<file path="src/rtl/lcd_tim_pkg.sv">
// Package: shared types and helpers for the LCD timing generator.
// Assumes clocks-per-pixel is only ever 2 or 3.
package lcd_tim_pkg;

    // Pixel packing mode as seen on the mode pin
    typedef enum logic {
        PM_2CLK = 1'b0,
        PM_3CLK = 1'b1
    } pix_mode_e;

    // Clocks per pixel for a mode
    function automatic logic [1:0] cpp_of(input pix_mode_e m);
        return (m == PM_3CLK) ? 2'd3 : 2'd2;
    endfunction

endpackage

</file>
<file path="src/rtl/lcd_line_timer.sv">
// lcd_line_timer: horizontal tick counter for one line.
// Counts port clocks 0..period-1 while run is high and holds 0 otherwise.
// It flags the line-sync span and the active data window.
// Assumes: hs_len, win_start and win_stop all lie within period.
module lcd_line_timer #(
    parameter int HW = 10
) (
    input  logic          clk,
    input  logic          rst_n,
    input  logic          run,
    input  logic [HW-1:0] period,
    input  logic [HW-1:0] hs_len,
    input  logic [HW-1:0] win_start,
    input  logic [HW-1:0] win_stop,
    output logic [HW-1:0] hcnt,
    output logic          line_wrap,
    output logic          hs_on,
    output logic          win_on,
    output logic          win_last
);

    // Last tick of the line
    assign line_wrap = run && (hcnt == period - HW'(1));

    // Tick counter: advance, wrap at the period, clear when idle
    always_ff @(posedge clk) begin
        if (!rst_n) begin
            hcnt <= '0;
        end else if (!run || line_wrap) begin
            hcnt <= '0;
        end else begin
            hcnt <= hcnt + HW'(1);
        end
    end

    // Span decodes relative to the current tick
    always_comb begin
        hs_on    = run && (hcnt < hs_len);
        win_on   = run && (hcnt >= win_start) && (hcnt < win_stop);
        win_last = run && (hcnt == win_stop - HW'(1));
    end

endmodule

</file>
<file path="src/rtl/lcd_frame_timer.sv">
// lcd_frame_timer: line counter and frame sync.
// Steps once per line wrap and returns to 0 after the last line.
// Drives the frame sync during the first vs_len ticks of line 0.
// Assumes: line_wrap is a single-cycle pulse from the line timer.
module lcd_frame_timer #(
    parameter int HW      = 10,
    parameter int V_ACT   = 240,
    parameter int V_BLANK = 4,
    localparam int VTOT   = V_ACT + V_BLANK,
    localparam int VW     = $clog2(VTOT)
) (
    input  logic          clk,
    input  logic          rst_n,
    input  logic          run,
    input  logic          line_wrap,
    input  logic [HW-1:0] hcnt,
    input  logic [HW-1:0] vs_len,
    output logic [VW-1:0] vcnt,
    output logic          vs_on,
    output logic          visible
);

    localparam logic [VW-1:0] VLAST = VW'(VTOT - 1);
    localparam logic [VW-1:0] VFIRST_ACT = VW'(V_BLANK);

    // Line counter: step on each line wrap, wrap after the last line
    always_ff @(posedge clk) begin
        if (!rst_n) begin
            vcnt <= '0;
        end else if (!run) begin
            vcnt <= '0;
        end else if (line_wrap) begin
            vcnt <= (vcnt == VLAST) ? '0 : vcnt + VW'(1);
        end
    end

    // Frame sync span and visible-line decode
    always_comb begin
        vs_on   = run && (vcnt == '0) && (hcnt < vs_len);
        visible = (vcnt >= VFIRST_ACT);
    end

endmodule

</file>
<file path="src/rtl/lcd_pixel_phase.sv">
// lcd_pixel_phase: byte phase and pixel index inside the data window.
// phase counts 0..cpp-1 and pix steps at each phase wrap.
// Both are cleared whenever the next tick lies outside the window.
// Assumes: cpp is 2 or 3 and stays constant while run is high.
module lcd_pixel_phase #(
    parameter int XW = 9
) (
    input  logic          clk,
    input  logic          rst_n,
    input  logic          run,
    input  logic          win_on,
    input  logic          win_last,
    input  logic [1:0]    cpp,
    output logic [1:0]    phase,
    output logic [XW-1:0] pix
);

    logic stepping;
    logic ph_wrap;

    // Advance only while the window continues into the next tick
    assign stepping = run && win_on && !win_last;
    assign ph_wrap  = (phase == cpp - 2'd1);

    // Phase and pixel counters
    always_ff @(posedge clk) begin
        if (!rst_n) begin
            phase <= '0;
            pix   <= '0;
        end else if (!stepping) begin
            phase <= '0;
            pix   <= '0;
        end else if (ph_wrap) begin
            phase <= '0;
            pix   <= pix + XW'(1);
        end else begin
            phase <= phase + 2'd1;
        end
    end

endmodule

</file>
<file path="src/rtl/lcd_sync_gen.sv">
// lcd_sync_gen: top of the LCD sync and active-window generator.
// Takes the mode when a run starts and derives the per-mode tick limits.
// Instantiates the line timer, the frame timer and the pixel-phase counter.
// Assumes: START_PIX*3+DLY_3+H_ACT_PIX*3 <= H_TOTAL_PIX*3, and the same holds for cpp=2.
module lcd_sync_gen
    import lcd_tim_pkg::*;
#(
    parameter int H_ACT_PIX   = 320,
    parameter int H_TOTAL_PIX = 336,
    parameter int HS_PIX      = 2,
    parameter int VS_PIX      = 2,
    parameter int START_PIX   = 7,
    parameter int DLY_2       = 3,
    parameter int DLY_3       = 5,
    parameter int V_ACT       = 240,
    parameter int V_BLANK     = 4
) (
    input  logic                                clk,
    input  logic                                rst_n,
    input  logic                                en,
    input  logic                                mode_24,
    output logic                                hs_n,
    output logic                                vs_n,
    output logic                                de,
    output logic [$clog2(H_ACT_PIX)-1:0]        pix_x,
    output logic [$clog2(V_ACT+V_BLANK)-1:0]    line_y,
    output logic [1:0]                          phase
);

    localparam int HW = $clog2(H_TOTAL_PIX * 3 + 1);
    localparam int XW = $clog2(H_ACT_PIX);
    localparam int VW = $clog2(V_ACT + V_BLANK);

    // Per-mode tick limits, computed once from the parameters
    localparam logic [HW-1:0] PER_2  = HW'(H_TOTAL_PIX * 2);
    localparam logic [HW-1:0] PER_3  = HW'(H_TOTAL_PIX * 3);
    localparam logic [HW-1:0] HSL_2  = HW'(HS_PIX * 2);
    localparam logic [HW-1:0] HSL_3  = HW'(HS_PIX * 3);
    localparam logic [HW-1:0] VSL_2  = HW'(VS_PIX * 2);
    localparam logic [HW-1:0] VSL_3  = HW'(VS_PIX * 3);
    localparam logic [HW-1:0] WST_2  = HW'(START_PIX * 2 + DLY_2);
    localparam logic [HW-1:0] WST_3  = HW'(START_PIX * 3 + DLY_3);
    localparam logic [HW-1:0] WSP_2  = HW'(START_PIX * 2 + DLY_2 + H_ACT_PIX * 2);
    localparam logic [HW-1:0] WSP_3  = HW'(START_PIX * 3 + DLY_3 + H_ACT_PIX * 3);

    logic          running;
    pix_mode_e     mode_q;
    logic [1:0]    cpp;
    logic [HW-1:0] period, hs_len, vs_len, win_start, win_stop;
    logic [HW-1:0] hcnt;
    logic          line_wrap, hs_on, win_on, win_last;
    logic [VW-1:0] vcnt;
    logic          vs_on, visible;
    logic [1:0]    ph_raw;
    logic [XW-1:0] px_raw;

    // Run flag: follows enable one clock later
    always_ff @(posedge clk) begin
        if (!rst_n) begin
            running <= 1'b0;
        end else begin
            running <= en;
        end
    end

    // Mode capture: follows the pin only while idle, frozen during a run
    always_ff @(posedge clk) begin
        if (!rst_n) begin
            mode_q <= PM_2CLK;
        end else if (!running) begin
            mode_q <= pix_mode_e'(mode_24);
        end
    end

    // Limit selection by captured mode
    always_comb begin
        cpp = cpp_of(mode_q);
        if (mode_q == PM_3CLK) begin
            period    = PER_3;
            hs_len    = HSL_3;
            vs_len    = VSL_3;
            win_start = WST_3;
            win_stop  = WSP_3;
        end else begin
            period    = PER_2;
            hs_len    = HSL_2;
            vs_len    = VSL_2;
            win_start = WST_2;
            win_stop  = WSP_2;
        end
    end

    lcd_line_timer #(
        .HW (HW)
    ) u_line (
        .clk       (clk),
        .rst_n     (rst_n),
        .run       (running),
        .period    (period),
        .hs_len    (hs_len),
        .win_start (win_start),
        .win_stop  (win_stop),
        .hcnt      (hcnt),
        .line_wrap (line_wrap),
        .hs_on     (hs_on),
        .win_on    (win_on),
        .win_last  (win_last)
    );

    lcd_frame_timer #(
        .HW      (HW),
        .V_ACT   (V_ACT),
        .V_BLANK (V_BLANK)
    ) u_frame (
        .clk       (clk),
        .rst_n     (rst_n),
        .run       (running),
        .line_wrap (line_wrap),
        .hcnt      (hcnt),
        .vs_len    (vs_len),
        .vcnt      (vcnt),
        .vs_on     (vs_on),
        .visible   (visible)
    );

    lcd_pixel_phase #(
        .XW (XW)
    ) u_phase (
        .clk      (clk),
        .rst_n    (rst_n),
        .run      (running),
        .win_on   (win_on),
        .win_last (win_last),
        .cpp      (cpp),
        .phase    (ph_raw),
        .pix      (px_raw)
    );

    // Output shaping: active-low syncs, window gating, idle zeroing
    always_comb begin
        hs_n   = ~hs_on;
        vs_n   = ~vs_on;
        de     = running && win_on && visible;
        pix_x  = de ? px_raw : '0;
        phase  = de ? ph_raw : 2'd0;
        line_y = running ? vcnt : '0;
    end

endmodule

</file>
<file path="config.mk">
export PLATFORM = sky130hd
export DESIGN_NAME = lcd_sync_gen
export DESIGN_NICKNAME = d
export VERILOG_FILES = /design/src/rtl/lcd_tim_pkg.sv /design/src/rtl/lcd_line_timer.sv /design/src/rtl/lcd_frame_timer.sv /design/src/rtl/lcd_pixel_phase.sv /design/src/rtl/lcd_sync_gen.sv
export SDC_FILE = /design/constraint.sdc
export NUM_CORES = 1
export LEC_CHECK = 0
export CAP_MARGIN = 25
export CELL_PAD_IN_SITES_DETAIL_PLACEMENT = 0
export CELL_PAD_IN_SITES_GLOBAL_PLACEMENT = 1
export CORE_MARGIN = 2
export CORE_UTILIZATION = 45
export CTS_BUF_LIST = sky130_fd_sc_hd__clkbuf_8
export CTS_CLUSTER_SIZE = 40
export DETAILED_ROUTE_END_ITERATION = 16
export PLACE_DENSITY = 0.86
export SLEW_MARGIN = 20
export SYNTH_ARGS = -nofsm -noshare
export SYNTH_HDL_FRONTEND = slang
export SYNTH_SLANG_ARGS = --single-unit
</file>
<file path="constraint.sdc">
create_clock -name clk -period 5.9 [get_ports clk]
set_input_delay 1.18 -clock clk [delete_from_list [all_inputs] [get_ports clk]]
set_output_delay 1.18 -clock clk [all_outputs]
set_load 0.1 [all_outputs]
</file>
==> results by group <==
Pwr
  • Worst vdd ir: 148 uV
  • Pleak: 0.701 nW
  • Pwr Density: 188 mW/mm2

Floorplan
  • Die X: 68.1 um
  • Row count: 23
  • # IOs: 26
  • Initial core utilization: 46.5%
  • Placeable Area: ~0.0040 mm2
  • Die height: 68.1 um
  • Die area: between 0.004 and 0.005 mm2

Clock network
  • Hold_buf cts: 0
  • Worst-path clk slew: roughly 0.06 ns
  • Clock buffer depth: 2
  • CTS tree: built
  • CTS Buf Count: 5
  • Post_cts resized: 0
  • Clock Sink Count: 31
  • Clk root buf: clkbuf_8
  • H-tree Lvls: 2
  • Setup Fix Bufs, Post-CTS: 0
  • Clock Latency Late Sink: 0.28 ns

Finish
  • Register Area: 621 um2
  • Area of the multi-input gates: 0.00110 mm2
  • # diodes: 0
  • Nets: roughly 270
  • Share of cells above drive strength 1: 5.51%
  • Final non-filler cell total: around 300
  • FILL cells: between 300 and 400
  • P&R area growth vs syn: 20.9%

Worst setup path
  • Cells along the critical path: inv_1 -> ha_1 -> a31oi_1 -> o221ai_1 -> o31a_1 -> nor3_1 -> clkdlybuf4s50_1
  • Worst path slowest cell: clkdlybuf4s50_1
  • WP data required: about 4.7 ns
  • CP peak stage delay: around 1.2 ns
  • CP top delay family: buffers and inverters
  • CP max FO: 23
  • WS Path Type: reg -> out
  • Type of origin of the critical path: flop
  • CP Capture Type: output port
  • CP Buf/Inv Count: 2
  • Worst EP arrival: 3.61 ns

Global route
  • Overflow after GRT: 0
  • Global router's overall resource usage: between 10% and 20%
  • Number of global-route vias before repair: about 1,400
  • Largest net degree at the start of global routing: 24
  • Initial antenna violation count: 0
  • First-pass GRT wire length: about 6600 um

Logic synthesis
  • Mapped Cells: 228
  • Synth Warn #: 0
  • Largest area contributor in the netlist: dfxtp_1
  • Asr flop ratio synth: 0%
  • Cell Area, Synth: between 0.0015 and 0.002 mm2
  • Synth cell types: 43
  • Synth top cells by count: 31 x dfxtp_1, 25 x inv_1, 21 x nor2_1
  • Top-count cell post-synth: dfxtp_1
  • Top cell type's share of synthesized area: between 30% and 40%
  • Synthesized area per cell: 8.10 um2
  • Mapped Nets: 242
  • Ranking of synthesized cells by area: dfxtp_1 34%, ha_1 6.8%, xnor2_1 6.2%
  • Post-synthesis sequential area ratio: between 30% and 40%
  • Primary FF master, synth: dfxtp_1
  • Number of synthesized register bits: 31
  • Number of synthesized flops with an enable pin: 0

STA
  • Slew @ Worst Pin: 0.974 ns
  • TNS Setup: 0 ns
  • Final-report hold violation count: 0
  • RSZ-0062 raised after global routing: false
  • Final cycle utilization of the critical path: just over 80%
  • Final slew viol count: 0
  • Final setup vio count: 0
  • Fmax: 209 MHz
  • Worst clock skew: 0.00573 ns
  • Slew HR: 34.9%
  • Final Critical Period: ~4.8 ns

Route
  • Drt wl/cell: 13.2 um
  • Drt drc: 0
  • Initial DRC count: between 70 and 80
  • Via count: around 1,600
  • Drt pass-1 iters: 4
  • Avg Vias per Cell: 5.38
  • Antenna viol nets, final: 0
  • Final wirelength: approximately 4000 um

Worst hold path
  • Hold WC Path Type: reg -> reg

Placed design
  • GPL Wtd Cong: around 0.9
  • Post-detail-place hpwl: just under 3000 um
  • # port buffers: 25
  • Dpl cells: a little under 300

Run
  • Max Cap Viol: 0

Run status
  • Outcome: finished, final reports clean
-- report_power, final --
group	internal (mW)	switching (mW)
logic	0.00705	0.0152
registers	0.210	0.00293
clock network	0.105	0.0799
total	0.322	0.0980
-- stage by stage --
stage	utilization, %	power [mW]	instance area, um2	worst slack [ns]	hold WS [ns]
after global placement	53.7	0.240	2130	1.44	0.451
final	56.2	0.420	2230	1.11	0.473
after detailed placement	53.7	0.240	2130	1.41	0.455
after CTS	56.2	0.427	2230	1.08	0.470
after global routing	56.2	0.437	2230	0.872	0.495
after floorplan	-	0.234	1850	0.940	0.430
-- metal layers --
metal  global-route usage (%)  up-vias  share of wire, %
met5                        0        -                 0
met4                     9.75        0               1.7
met3                     3.95        5               3.7
met2                     30.3       30                46
met1                     23.8      743                49
li1                         -      858                 -
-- path summary, 6_finish.rpt --
| path | start | end | slack [ns] | cells past startpoint |
|---|---|---|---|---|
| min reg2reg | u_line.hcnt[0] | u_line.hcnt[0] | 0.47 | 1 |
| max reg2reg | mode_q | u_phase.phase[0] | 3.37 | 6 |
| min | u_line.hcnt[0] | u_line.hcnt[0] | 0.47 | 1 |
| max | mode_q | pix_x[8] | 1.11 | 7 |
-- worst register-to-register path: stages (launching register included) --
cell       delay (ns)
dfxtp_1          0.48
inv_1            0.17
ha_1             0.33
nand4_1          0.26
or4_1            0.55
o211ai_1         0.43
a2111oi_0        0.15
-- logic make-up (layout without fill, tap and decap cells) --
family                     Yosys count  after routing  share of synthesized area [%]
AOI/OAI and AO/OA                   39             39                           15.6
xor gates and xnor gates            15             15                           7.11
adders and majority gates           10             10                           6.78
buffers and inverters               33             59                           6.98
DFF                                 31             31                           33.6
muxes                                3              3                           1.63
and+or+nand+nor                     97             97                           28.3
-- registers in the layout (all words and copies together) (netlist names) --
name,cells
u_frame.vcnt,8
u_line.hcnt,10
u_phase.phase,2
mode_q,1
u_phase.pix,9
running,1
-- cell usage in the layout, fill, tap and decap left out, types with 3 or more instances in the layout --
master and instances:
nor3_1 20, a211oi_1 4, or3_1 5, xnor2_1 13, and2_1 6, clkbuf_8 7
nand2_1 16, inv_1 26, dfxtp_1 31, nor4_1 3, nand4_1 6, o21ai_0 7
mux2i_1 3, a2111oi_0 3, ha_1 10, nand3b_1 3, clkdlybuf4s50_1 25, nand3_1 3
nor2_1 21, o211ai_1 5, a21oi_1 8
-- layout make-up --
| cell class | count | share of cell area, % |
|---|---|---|
| Clock inverter | 1 | 0.168 |
| Clock buffer | 7 | 4.32 |
| Tap cell | 50 | 2.80 |
| Inverter | 25 | 4.20 |
| Multi-Input combinational cell | 164 | 49.2 |
| Sequential cell | 31 | 27.8 |
| Timing Repair Buffer | 26 | 11.5 |
No activity file was read; power rests on OpenSTA's default activity.
